File: src/rtl/hdlc_maxlen_pkg.sv
package hdlc_maxlen_pkg;

    localparam int OCTET_W = 8;

    typedef logic [OCTET_W-1:0] octet_t;

    typedef enum logic [1:0] {
        ST_IDLE = 2'd0,
        ST_PASS = 2'd1,
        ST_DROP = 2'd2
    } frm_state_t;

    typedef struct packed {
        logic   sof;
        logic   vld;
        logic   eof;
        logic   abort;
        octet_t data;
    } beat_t;

    localparam beat_t BEAT_NONE = '{sof: 1'b0, vld: 1'b0, eof: 1'b0, abort: 1'b0, data: '0};

endpackage

File: src/rtl/hdlc_len_counter.sv
module hdlc_len_counter #(
    parameter int LEN_W = 16
) (
    input  logic             clk,
    input  logic             rst,
    input  logic             clr,
    input  logic             inc,
    output logic [LEN_W-1:0] cnt,
    output logic [LEN_W-1:0] cnt_next
);
    localparam logic [LEN_W-1:0] CNT_MAX = {LEN_W{1'b1}};

    // Saturating successor: a full counter keeps its value.
    assign cnt_next = (cnt == CNT_MAX) ? cnt : cnt + 1'b1;

    always_ff @(posedge clk) begin
        if (rst || clr) begin
            cnt <= '0;
        end else if (inc) begin
            cnt <= cnt_next;
        end
    end

    AST_CNT_SATURATES: assert property (@(posedge clk) disable iff (rst)
        (cnt == CNT_MAX) |=> ((cnt == CNT_MAX) || $past(clr))) else $error("counter wrapped");

endmodule

File: src/rtl/hdlc_len_ctrl.sv
module hdlc_len_ctrl
    import hdlc_maxlen_pkg::*;
#(
    parameter int LEN_W = 16
) (
    input  logic                  clk,
    input  logic                  rst,
    input  logic                  len_en,
    input  logic [LEN_W-1:0]      max_len,
    input  logic                  sof,
    input  logic                  eof,
    input  logic                  vld,
    input  octet_t                data,
    input  logic [LEN_W-1:0]      cnt,
    input  logic [LEN_W-1:0]      cnt_next,
    output logic                  cnt_clr,
    output logic                  cnt_inc,
    output beat_t                 beat,
    output logic [LEN_W-1:0]      len_rep
);
    frm_state_t state, state_nx;
    logic       over;

    // This octet would bring the count to limit+1 or beyond.
    assign over = len_en && (cnt >= max_len);

    always_comb begin
        state_nx = state;
        beat     = BEAT_NONE;
        len_rep  = '0;
        cnt_clr  = 1'b0;
        cnt_inc  = 1'b0;
        if (sof) begin
            cnt_clr  = 1'b1;
            beat.sof = 1'b1;
            state_nx = ST_PASS;
        end else if (eof) begin
            if (state == ST_PASS) begin
                beat.eof = 1'b1;
                len_rep  = cnt;
            end
            state_nx = ST_IDLE;
        end else if (vld && state != ST_IDLE) begin
            cnt_inc = 1'b1;
            if (state == ST_PASS) begin
                if (over) begin
                    beat.eof   = 1'b1;
                    beat.abort = 1'b1;
                    len_rep    = cnt_next;
                    state_nx   = ST_DROP;
                end else begin
                    beat.vld  = 1'b1;
                    beat.data = data;
                end
            end
        end
    end

    always_ff @(posedge clk) begin
        if (rst) begin
            state <= ST_IDLE;
        end else begin
            state <= state_nx;
        end
    end

    AST_SILENT_WHILE_DROPPING: assert property (@(posedge clk) disable iff (rst)
        (state == ST_DROP && !sof) |-> (beat == BEAT_NONE)) else $error("output while dropping");

endmodule

File: src/rtl/hdlc_rx_maxlen.sv
module hdlc_rx_maxlen
    import hdlc_maxlen_pkg::*;
#(
    parameter int LEN_W = 16
) (
    input  logic             clk,
    input  logic             rst,
    input  logic             cfg_len_en,
    input  logic [LEN_W-1:0] cfg_max_len,
    input  logic             in_sof,
    input  logic             in_eof,
    input  logic             in_vld,
    input  logic [7:0]       in_data,
    output logic             out_sof,
    output logic             out_vld,
    output logic [7:0]       out_data,
    output logic             out_eof,
    output logic             out_abort,
    output logic [LEN_W-1:0] out_len
);
    localparam logic [LEN_W-1:0] LEN_MAX = {LEN_W{1'b1}};

    logic [LEN_W-1:0] cnt, cnt_next, len_rep;
    logic             cnt_clr, cnt_inc;
    beat_t            beat, beat_q;

    hdlc_len_counter #(.LEN_W(LEN_W)) u_cnt (
        .clk      (clk),
        .rst      (rst),
        .clr      (cnt_clr),
        .inc      (cnt_inc),
        .cnt      (cnt),
        .cnt_next (cnt_next)
    );

    hdlc_len_ctrl #(.LEN_W(LEN_W)) u_ctrl (
        .clk      (clk),
        .rst      (rst),
        .len_en   (cfg_len_en),
        .max_len  (cfg_max_len),
        .sof      (in_sof),
        .eof      (in_eof),
        .vld      (in_vld),
        .data     (in_data),
        .cnt      (cnt),
        .cnt_next (cnt_next),
        .cnt_clr  (cnt_clr),
        .cnt_inc  (cnt_inc),
        .beat     (beat),
        .len_rep  (len_rep)
    );

    always_ff @(posedge clk) begin
        if (rst) begin
            beat_q  <= BEAT_NONE;
            out_len <= '0;
        end else begin
            beat_q  <= beat;
            out_len <= len_rep;
        end
    end

    assign out_sof   = beat_q.sof;
    assign out_vld   = beat_q.vld;
    assign out_data  = beat_q.data;
    assign out_eof   = beat_q.eof;
    assign out_abort = beat_q.abort;

    AST_ONE_STROBE: assert property (@(posedge clk) disable iff (rst)
        $onehot0({out_sof, out_vld, out_eof})) else $error("strobes overlap");
    AST_ABORT_WITH_EOF: assert property (@(posedge clk) disable iff (rst)
        out_abort |-> out_eof) else $error("abort without eof");
    AST_ABORT_LEN_ABOVE_LIMIT: assert property (@(posedge clk) disable iff (rst)
        out_abort |-> ((out_len > $past(cfg_max_len)) || (out_len == LEN_MAX))) else $error("abort len");
    AST_ABORT_NEEDS_ENABLE: assert property (@(posedge clk) disable iff (rst)
        out_abort |-> $past(cfg_len_en)) else $error("abort while disabled");

endmodule

File: config.mk
export PLATFORM = sky130hd
export DESIGN_NAME = hdlc_rx_maxlen
export DESIGN_NICKNAME = d
export VERILOG_FILES = /design/src/rtl/hdlc_maxlen_pkg.sv /design/src/rtl/hdlc_len_counter.sv /design/src/rtl/hdlc_len_ctrl.sv /design/src/rtl/hdlc_rx_maxlen.sv
export SDC_FILE = /design/constraint.sdc
export NUM_CORES = 1
export LEC_CHECK = 0
export ABC_AREA = 1
export BUFFER_PORTS_ARGS = -buffer_cell sky130_fd_sc_hd__clkbuf_2
export CORE_MARGIN = 1
export CORE_UTILIZATION = 42
export DETAILED_ROUTE_END_ITERATION = 10
export GPL_ROUTABILITY_DRIVEN = 0
export PLACE_DENSITY_LB_ADDON = 0.12
export SYNTH_ARGS = -nofsm -noshare
export SYNTH_HDL_FRONTEND = slang
export SYNTH_HIERARCHICAL = 1
export SYNTH_SLANG_ARGS = --single-unit
export TNS_END_PERCENT = 20
File: constraint.sdc
create_clock -name clk -period 2 [get_ports clk]
set_input_delay 0.3 -clock clk [delete_from_list [all_inputs] [get_ports clk]]
set_output_delay 0.3 -clock clk [all_outputs]
set_load 0.05 [all_outputs]
==> flow_summary.ini, run 1 <==
[outcome]
outcome = completed

[clock_tree]
cts_tree = yes
cts.sinks = 46
cts-root-buf = clkbuf_8
clock_path_buffers = 2
clk_latency_ns = 0.31
clk_pin_slew_ns = 0.10
ctsHtreeMaxLevel = 2
tritoncts.num_buffers = 5

[routing]
num_vias = 2819
drt_iter0_drc = 119
first_pass_iters = 5
routed_via_density = 4.84
drtAntennaViolNets = 0
wl_mm = 6.68
wl_per_cell_um = 11.5
drc = 0

[power]
ir_drop_mv = 0.230
p_total_mw = 1.67
combPwrFrac_pct = 9.9
p_int_mw = 1.23
p_per_area_nw_per_um2 = 481
power_frac_clock_pct = 34.5
p_switching_uw = 438
power.leakage_nw = 1.91
p_sw_share_pct = 26.3
seqPwrFrac_pct = 55.6

[placement]
dp_slack_ns = 0.0936
io_buffers = 57
placed_cells = 572
dp_hpwl_mm = 5.07

[final_layout]
fillers = 648
fin_cells = 583
drive_above_1_share_pct = 25.3
n_antenna_cell = 0
nets = 552
area_growth_pct = 19.3

[global_routing]
antenna_found_initial = 0
grt_pass1_wl_mm = 11.6
grt_pass1_vias = 2523
grt_max_degree = 31
grt.total_usage_pct = 19.8
grt-ovfl-total = 0

[timing]
setup_violations = 0
drv_slew = 0
max_slew.worst_pin.slew_ns = 0.430
finalCritPeriodShare_pct = 90.4
skew_ns = 0.0151
fin_ws_ns = 0.193
rsz0062_at_grt = no
fmax_mhz = 553
hold_viol = 0
max_slew_margin_pct = 71.3
setup-tns-final_ns = 0
hold_slack_ns = 0.242
period_minus_slack_ns = 1.81

[run]
drv_cap = 0

[setup_path]
crit_arrival_ns = 1.99
worstPathRequired_ns = 2.18
startpoint_type = flip-flop
critPathKind = reg2reg
setup.worst_path.end_class = flip-flop
cp_max_fo = 8
rr_worst_depth = 10

[die]
die_w_um = 85.2
start_util_pct = 44.5
core_um2 = 6530
rows = 29
ios = 58
dieArea_um2 = 7260
fp.dieH_um = 85.2

[logic_synthesis]
avgSynthCellArea_um2 = 6.71
synth_fp_nets = 480
yosys_warnings = 6
synth_cells = 433
netlist_area_um2 = 2910
ys_ff_latch = 46
ys_seq_area_share_pct = 31.7
synth_cell_types = 32

[hold_path]
hp-class = in2reg
hold_depth = 3
## flip-flops by register name, indices dropped and copies added (netlist names)
signal	count
u_ctrl/state	2
out_vld	1
out_abort	1
out_sof	1
out_len	16
out_data	8
u_cnt/cnt	16
out_eof	1
## critical path: stages (launching register included)
cell     delay (ns)
dfxtp_2        0.37
ha_1           0.32
a21oi_2        0.15
o21ai_1        0.08
a21oi_2        0.22
nand2_8        0.13
buf_6          0.16
nand4_1        0.06
o21ai_0        0.09
inv_1          0.05
nor2_1         0.03
## cell type report
| type | instances | area, um2 | area share [%] |
|---|---|---|---|
| multi-input cells | 276 | 1510 | 43.5 |
| flip-flops and latches | 46 | 927 | 26.7 |
| repair buffers | 81 | 482 | 13.9 |
| inverters | 95 | 364 | 10.5 |
| well taps | 77 | 96.3 | 2.78 |
| clock buffers | 5 | 68.8 | 1.98 |
| clock inverters | 3 | 21.3 | 0.613 |
## power groups by stage
stage                     sequential [mW]  clock [mW]  combinational [mW]
after floorplan                     0.959           0              0.0977
after global placement              0.949           0               0.158
after detailed placement            0.949           0               0.162
after CTS                           0.927       0.595               0.163
after global routing                0.928       0.634               0.187
final                               0.927       0.576               0.164
## per-stage QoR
step	instance area (um2)	util [%]
2_1_floorplan	2910	-
3_3_place_gp	3320	50.8
3_5_place_dp	3320	50.8
4_1_cts	3410	52.2
5_1_grt	3470	53.1
6_report	3470	53.1
## final timing paths
kind / from / endpoint / slack, ns
max: u_cnt/cnt[13]$_SDFFE_PP0P_ / out_len[0]$_SDFF_PP0_ / 0.19
min: in_sof / out_sof$_SDFF_PP0_ / 0.24
max reg2reg: u_cnt/cnt[13]$_SDFFE_PP0P_ / out_len[0]$_SDFF_PP0_ / 0.19
min reg2reg: u_ctrl/state[1]$_SDFFE_PP0N_ / u_ctrl/state[1]$_SDFFE_PP0N_ / 0.51
## cell usage in the layout (no fill, tap or decap), types with 2 or more instances in the layout
cell,instances
inv_1,90
nor2_1,73
nand2_1,66
clkbuf_2,57
dfxtp_1,41
nand3_1,26
buf_4,22
nand4_1,21
ha_1,17
o21ai_0,16
a21oi_1,16
nand3_2,9
nand2_2,8
clkbuf_8,5
dfxtp_2,5
o21ai_1,4
inv_2,3
nor2_4,3
xnor2_1,3
nor2_2,2
clkinv_4,2
nand2_4,2
xor2_1,2
a21oi_2,2
## Yosys cell counts, drive strengths merged
cell / instances / area (um2)
nand4: 22 / 144
nor2: 78 / 320
a211oi: 1 / 7.51
inv: 94 / 355
o21a: 1 / 7.51
clkinv: 1 / 8.76
o21ai: 20 / 100
ha: 17 / 213
nand3: 35 / 220
xor2: 2 / 17.5
xnor2: 3 / 26.3
buf: 12 / 111
and2: 1 / 8.76
dfxtp: 46 / 921
clkbuf: 4 / 15.0
nand2: 77 / 332
a21oi: 18 / 93.8
nor3: 1 / 5.00
## routing by layer
layer | wire length, um | up-vias | share of wire, % | track usage (%)
met5 | 0 | - | 0 | 0
met4 | 63 | 0 | 0.94 | 6.16
met3 | 463 | 7 | 6.9 | 4.09
met2 | 2970 | 103 | 44 | 31.7
met1 | 3180 | 1230 | 48 | 26.6
li1 | - | 1479 | - | -
## repair_timing
action / CTS / global route
setup buffers: 0 / 3
endpoints found under the setup margin: 0 / 9
hold buffers: 0 / 0
resized for setup: 0 / 10
## cells by family after synthesis
logic type               synth area share (%)
AND/OR/NAND/NOR                          35.4
flip-flops                               31.7
adder cells (fa/ha/maj)                  7.32
XOR/XNOR                                 1.51
buffers and inverters                    16.9
AO/OA/AOI/OAI                            7.19
No activity file was read; power rests on OpenSTA's default activity.
==> run 2: changes to the inputs <==
CELL_PAD_IN_SITES_DETAIL_PLACEMENT = 1   (was unset)
CELL_PAD_IN_SITES_GLOBAL_PLACEMENT = 1   (was unset)
CORE_UTILIZATION = 39   (was 42)
==> flow_summary.ini, run 2 (synthesis results as in run 1) <==
[outcome]
outcome = complete, but fails checks
violations = DRC

[routing]
num_vias = 2893
drc = 2
wl_mm = 7.73
drtAntennaViolNets = 0
drt_iter0_drc = 87
first_pass_iters = 7
wl_per_cell_um = 12.7
routed_via_density = 4.77

[clock_tree]
clk_pin_slew_ns = 0.09
cts_tree = yes
clock_path_buffers = 2
tritoncts.num_buffers = 5
clk_latency_ns = 0.30
cts-root-buf = clkbuf_8
ctsHtreeMaxLevel = 2
cts.sinks = 46

[final_layout]
final_cell_mix = 89 x inv_1, 72 x nor2_1, 65 x nand2_1, 57 x clkbuf_2, 42 x dfxtp_1
n_antenna_cell = 0
fin_cells = 607
mostFrequentLayoutCell = inv_1
area_growth_pct = 24.8
drive_above_1_share_pct = 26.2
nets = 554
final_util_pct = 50.3

[placement]
dp_hpwl_mm = 5.98
placed_cells = 594
io_buffers = 57

[setup_path]
startpoint_type = flip-flop
cp_max_fo = 9
setup.worst_path.end_class = flip-flop
worstPathRequired_ns = 2.18
critPathKind = reg2reg
crit_arrival_ns = 2.06

[timing]
max_slew_margin_pct = 61.3
period_minus_slack_ns = 1.88
finalCritPeriodShare_pct = 93.9
hold_viol = 0
setup-tns-final_ns = 0
hold_slack_ns = 0.249
drv_slew = 0
max_slew.worst_pin.slew_ns = 0.578
setup_violations = 0
fmax_mhz = 532
skew_ns = 0.0118

[global_routing]
grt.total_usage_pct = 21.2
antenna_found_initial = 0
grt_pass1_vias = 2801
grt_pass1_wl_mm = 12.9
grt-ovfl-total = 0
grt_max_degree = 31

[die]
core_um2 = 7210
die_w_um = 88.3
start_util_pct = 40.3
ios = 58
rows = 31
fp.dieH_um = 88.3
dieArea_um2 = 7800

[power]
p_int_mw = 1.52
p_per_area_nw_per_um2 = 536
p_sw_share_pct = 22.1
p_total_mw = 1.94
ir_drop_mv = 0.218
combPwrFrac_pct = 8.8
power_frac_clock_pct = 43.6
seqPwrFrac_pct = 47.6
p_switching_uw = 429
power.leakage_nw = 1.98

[run]
drv_cap = 0

[hold_path]
hp-class = in2reg
run 2: cell count changes in the layout (fill, tap and decap cells not counted), sizes merged:
cell      change
nand2         +2
clkbuf        +1
clkinv        -2
clkinvlp      -1
bufinv        +2
run 2: cell type report:
cell class	count	area, um2
flip-flops and latches	46	931
clock buffers	6	82.6
well taps	99	124
inverters	95	364
clock inverters	2	60.1
fillers	989	3590
multi-input cells	278	1580
repair buffers	81	490
run 2: stage by stage:
| step | cell area (um2) | worst slack [ns] |
|---|---|---|
| after floorplan | 2910 | 0.395 |
| after global placement | 3360 | 0.0730 |
| after detailed placement | 3360 | 0.0274 |
| after CTS | 3500 | 0.00807 |
| after global routing | 3630 | -0.00186 |
| final | 3630 | 0.121 |
run 2: layer usage:
layer	global-route usage, %	up-vias	part of all wire, %
met3	2.71	5	3.1
met5	0	-	0
met2	38.7	61	51
li1	-	1493	-
met1	26.2	1334	45
met4	5.13	0	0.96
run 2: power groups by stage:
stage / clock (mW) / sequential [mW] / combinational, mW
floorplan: 0 / 0.959 / 0.0977
global placement: 0 / 0.949 / 0.158
detailed placement: 0 / 0.949 / 0.166
CTS: 0.874 / 0.928 / 0.167
global route: 0.899 / 0.926 / 0.197
finish: 0.848 / 0.925 / 0.171
run 2: worst paths after layout:
check | startpoint | end | slack (ns) | cells past startpoint
worst max-delay path | u_cnt/cnt[13]$_SDFFE_PP0P_ | out_len[4]$_SDFF_PP0_ | 0.12 | 11
worst min-delay path | in_sof | out_sof$_SDFF_PP0_ | 0.25 | 3
worst max register to register | u_cnt/cnt[13]$_SDFFE_PP0P_ | out_len[4]$_SDFF_PP0_ | 0.12 | 11
worst min register to register | u_ctrl/state[1]$_SDFFE_PP0N_ | u_ctrl/state[1]$_SDFFE_PP0N_ | 0.52 | 2
run 2: what timing repair did:
action,in CTS,in global routing
setup buffers,0,4
hold buffers,0,0
resized for setup,0,17
endpoints found under the setup margin,0,27
hold endpoints to repair,0,0
run 2: worst max-delay path, stage by stage, from the launching register on:
cell	delay, ns
dfxtp_1	0.48
ha_1	0.29
a21oi_1	0.14
o21ai_0	0.10
a21oi_2	0.11
buf_4	0.18
buf_12	0.11
nand2_4	0.08
nand4_1	0.10
nand2_1	0.08
inv_1	0.05
nor2_1	0.03
==> run 3: changes to the inputs <==
==> constraint.sdc (replaced) <==
create_clock -name clk -period 2 [get_ports clk]
set_input_delay 0.2 -clock clk [delete_from_list [all_inputs] [get_ports clk]]
set_output_delay 0.2 -clock clk [all_outputs]
set_load 0.05 [all_outputs]
==> flow_summary.ini, run 3 (synthesis results as in run 1) <==
[outcome]
outcome = completed

[timing]
skew_ns = 0.0222
setup_violations = 0
finalCritPeriodShare_pct = 93.6
period_minus_slack_ns = 1.87
hold_viol = 0
fmax_mhz = 534
fin_ws_ns = 0.128
drv_slew = 0
rsz0062_at_grt = no
max_slew.worst_pin.slew_ns = 0.639
setup-tns-final_ns = 0
max_slew_margin_pct = 57.2

[clock_tree]
cts_tree = yes
cts.sinks = 46
cts_hold_buf = 0
clk_pin_slew_ns = 0.10
tritoncts.num_buffers = 5
clock_path_buffers = 2
ctsHtreeMaxLevel = 2
clk_latency_ns = 0.31
cts-root-buf = clkbuf_8

[final_layout]
n_antenna_cell = 0
drive_above_1_share_pct = 25.7
mostFrequentLayoutCell = inv_1
final_cell_mix = 90 x inv_1, 72 x nor2_1, 64 x nand2_1, 57 x clkbuf_2, 45 x dfxtp_1
area_growth_pct = 22.9
nets = 556
fillers = 1014

[setup_path]
crit_arrival_ns = 2.05
startpoint_type = flip-flop
reg2reg_from = u_cnt/cnt[13]$_SDFFE_PP0P_
rrSetupSlack_ns = 0.13
cp_max_fo = 9
critPathKind = reg2reg
worstPathRequired_ns = 2.18
r2r-end = out_len[3]$_SDFF_PP0_
rr_worst_depth = 11
setup.worst_path.end_class = flip-flop

[placement]
io_buffers = 57
dp_hpwl_mm = 6.18
dp_slack_ns = 0.0898

[global_routing]
grt_pass1_vias = 2817
grt-ovfl-total = 0
antenna_found_initial = 0
grt_pass1_wl_mm = 13.1
grt.total_usage_pct = 21.5
grt_max_degree = 31

[routing]
drc = 0
num_vias = 2923
first_pass_iters = 5
routed_via_density = 4.81
wl_per_cell_um = 13.4
drtAntennaViolNets = 0
drt_iter0_drc = 116
wl_mm = 8.17

[die]
fp.dieH_um = 88.3
rows = 31
die_w_um = 88.3
ios = 58
dieArea_um2 = 7800
start_util_pct = 40.3
core_um2 = 7210

[hold_path]
hold_depth = 3
min_to = out_sof$_SDFF_PP0_
worstHoldStart = in_sof
hp-class = in2reg

[power]
p_per_area_nw_per_um2 = 464
ir_drop_mv = 0.204
power.leakage_nw = 1.96

[run]
drv_cap = 0
run 3: worst max-delay path by stage:
stage	to	slack [ns]	from
2_1_floorplan	out_len[13]$_SDFF_PP0_	0.40	u_cnt/cnt[0]$_SDFFE_PP0P_
3_3_place_gp	out_data[1]$_SDFF_PP0_	0.16	u_cnt/cnt[1]$_SDFFE_PP0P_
3_5_place_dp	out_vld$_SDFF_PP0_	0.09	u_cnt/cnt[1]$_SDFFE_PP0P_
4_1_cts	out_vld$_SDFF_PP0_	0.06	u_cnt/cnt[1]$_SDFFE_PP0P_
5_1_grt	out_len[14]$_SDFF_PP0_	0.003	u_cnt/cnt[0]$_SDFFE_PP0P_
6_report	out_len[3]$_SDFF_PP0_	0.13	u_cnt/cnt[13]$_SDFFE_PP0P_
run 3: layer usage:
layer | track usage (%) | vias to the layer above | wire length [um]
met5 | 0 | - | 0
met4 | 5.87 | 0 | 63
met3 | 3.26 | 4 | 352
met2 | 37.1 | 76 | 3930
met1 | 27.8 | 1354 | 3820
li1 | - | 1489 | -
run 3: layout make-up:
cell class	count	area, um2	area share (%)
clock buffers	5	68.8	1.93
repair buffers	83	505	14.1
multi-input cells	278	1580	44.2
well taps	99	124	3.47
clock inverters	2	10.0	0.280
flip-flops and latches	46	922	25.8
inverters	95	364	10.2
run 3: metrics by stage:
step	util (%)	instances	instance area [um2]	power, mW	hold WS (ns)
after global routing	49.5	608	3570	1.74	0.158
after floorplan	-	433	2910	1.06	0.346
after detailed placement	46.8	596	3370	1.12	0.477
final	49.5	608	3570	1.66	0.161
after CTS	47.9	603	3450	1.67	0.157
after global placement	46.8	596	3370	1.11	0.465
run 3: what timing repair did:
| item | CTS | global route |
|---|---|---|
| endpoints found under the setup margin | 0 | 16 |
| gates resized for setup | 0 | 11 |
| buffers inserted | 0 | 3 |
run 3: worst max-delay path: stages, from the launching register on:
cell	delay (ns)
dfxtp_1	0.46
ha_1	0.28
a21oi_1	0.14
o21ai_0	0.11
a21oi_2	0.11
buf_4	0.19
buf_12	0.11
nand2_4	0.09
nand4_1	0.11
nand2_1	0.06
inv_1	0.05
nor2_1	0.04
run 3: where the power goes:
| group | internal, mW | total, mW | switching, mW |
|---|---|---|---|
| Clock | 0.235 | 0.553 | 0.318 |
| Sequential | 0.922 | 0.927 | 0.00525 |
| Combinational | 0.0638 | 0.176 | 0.113 |
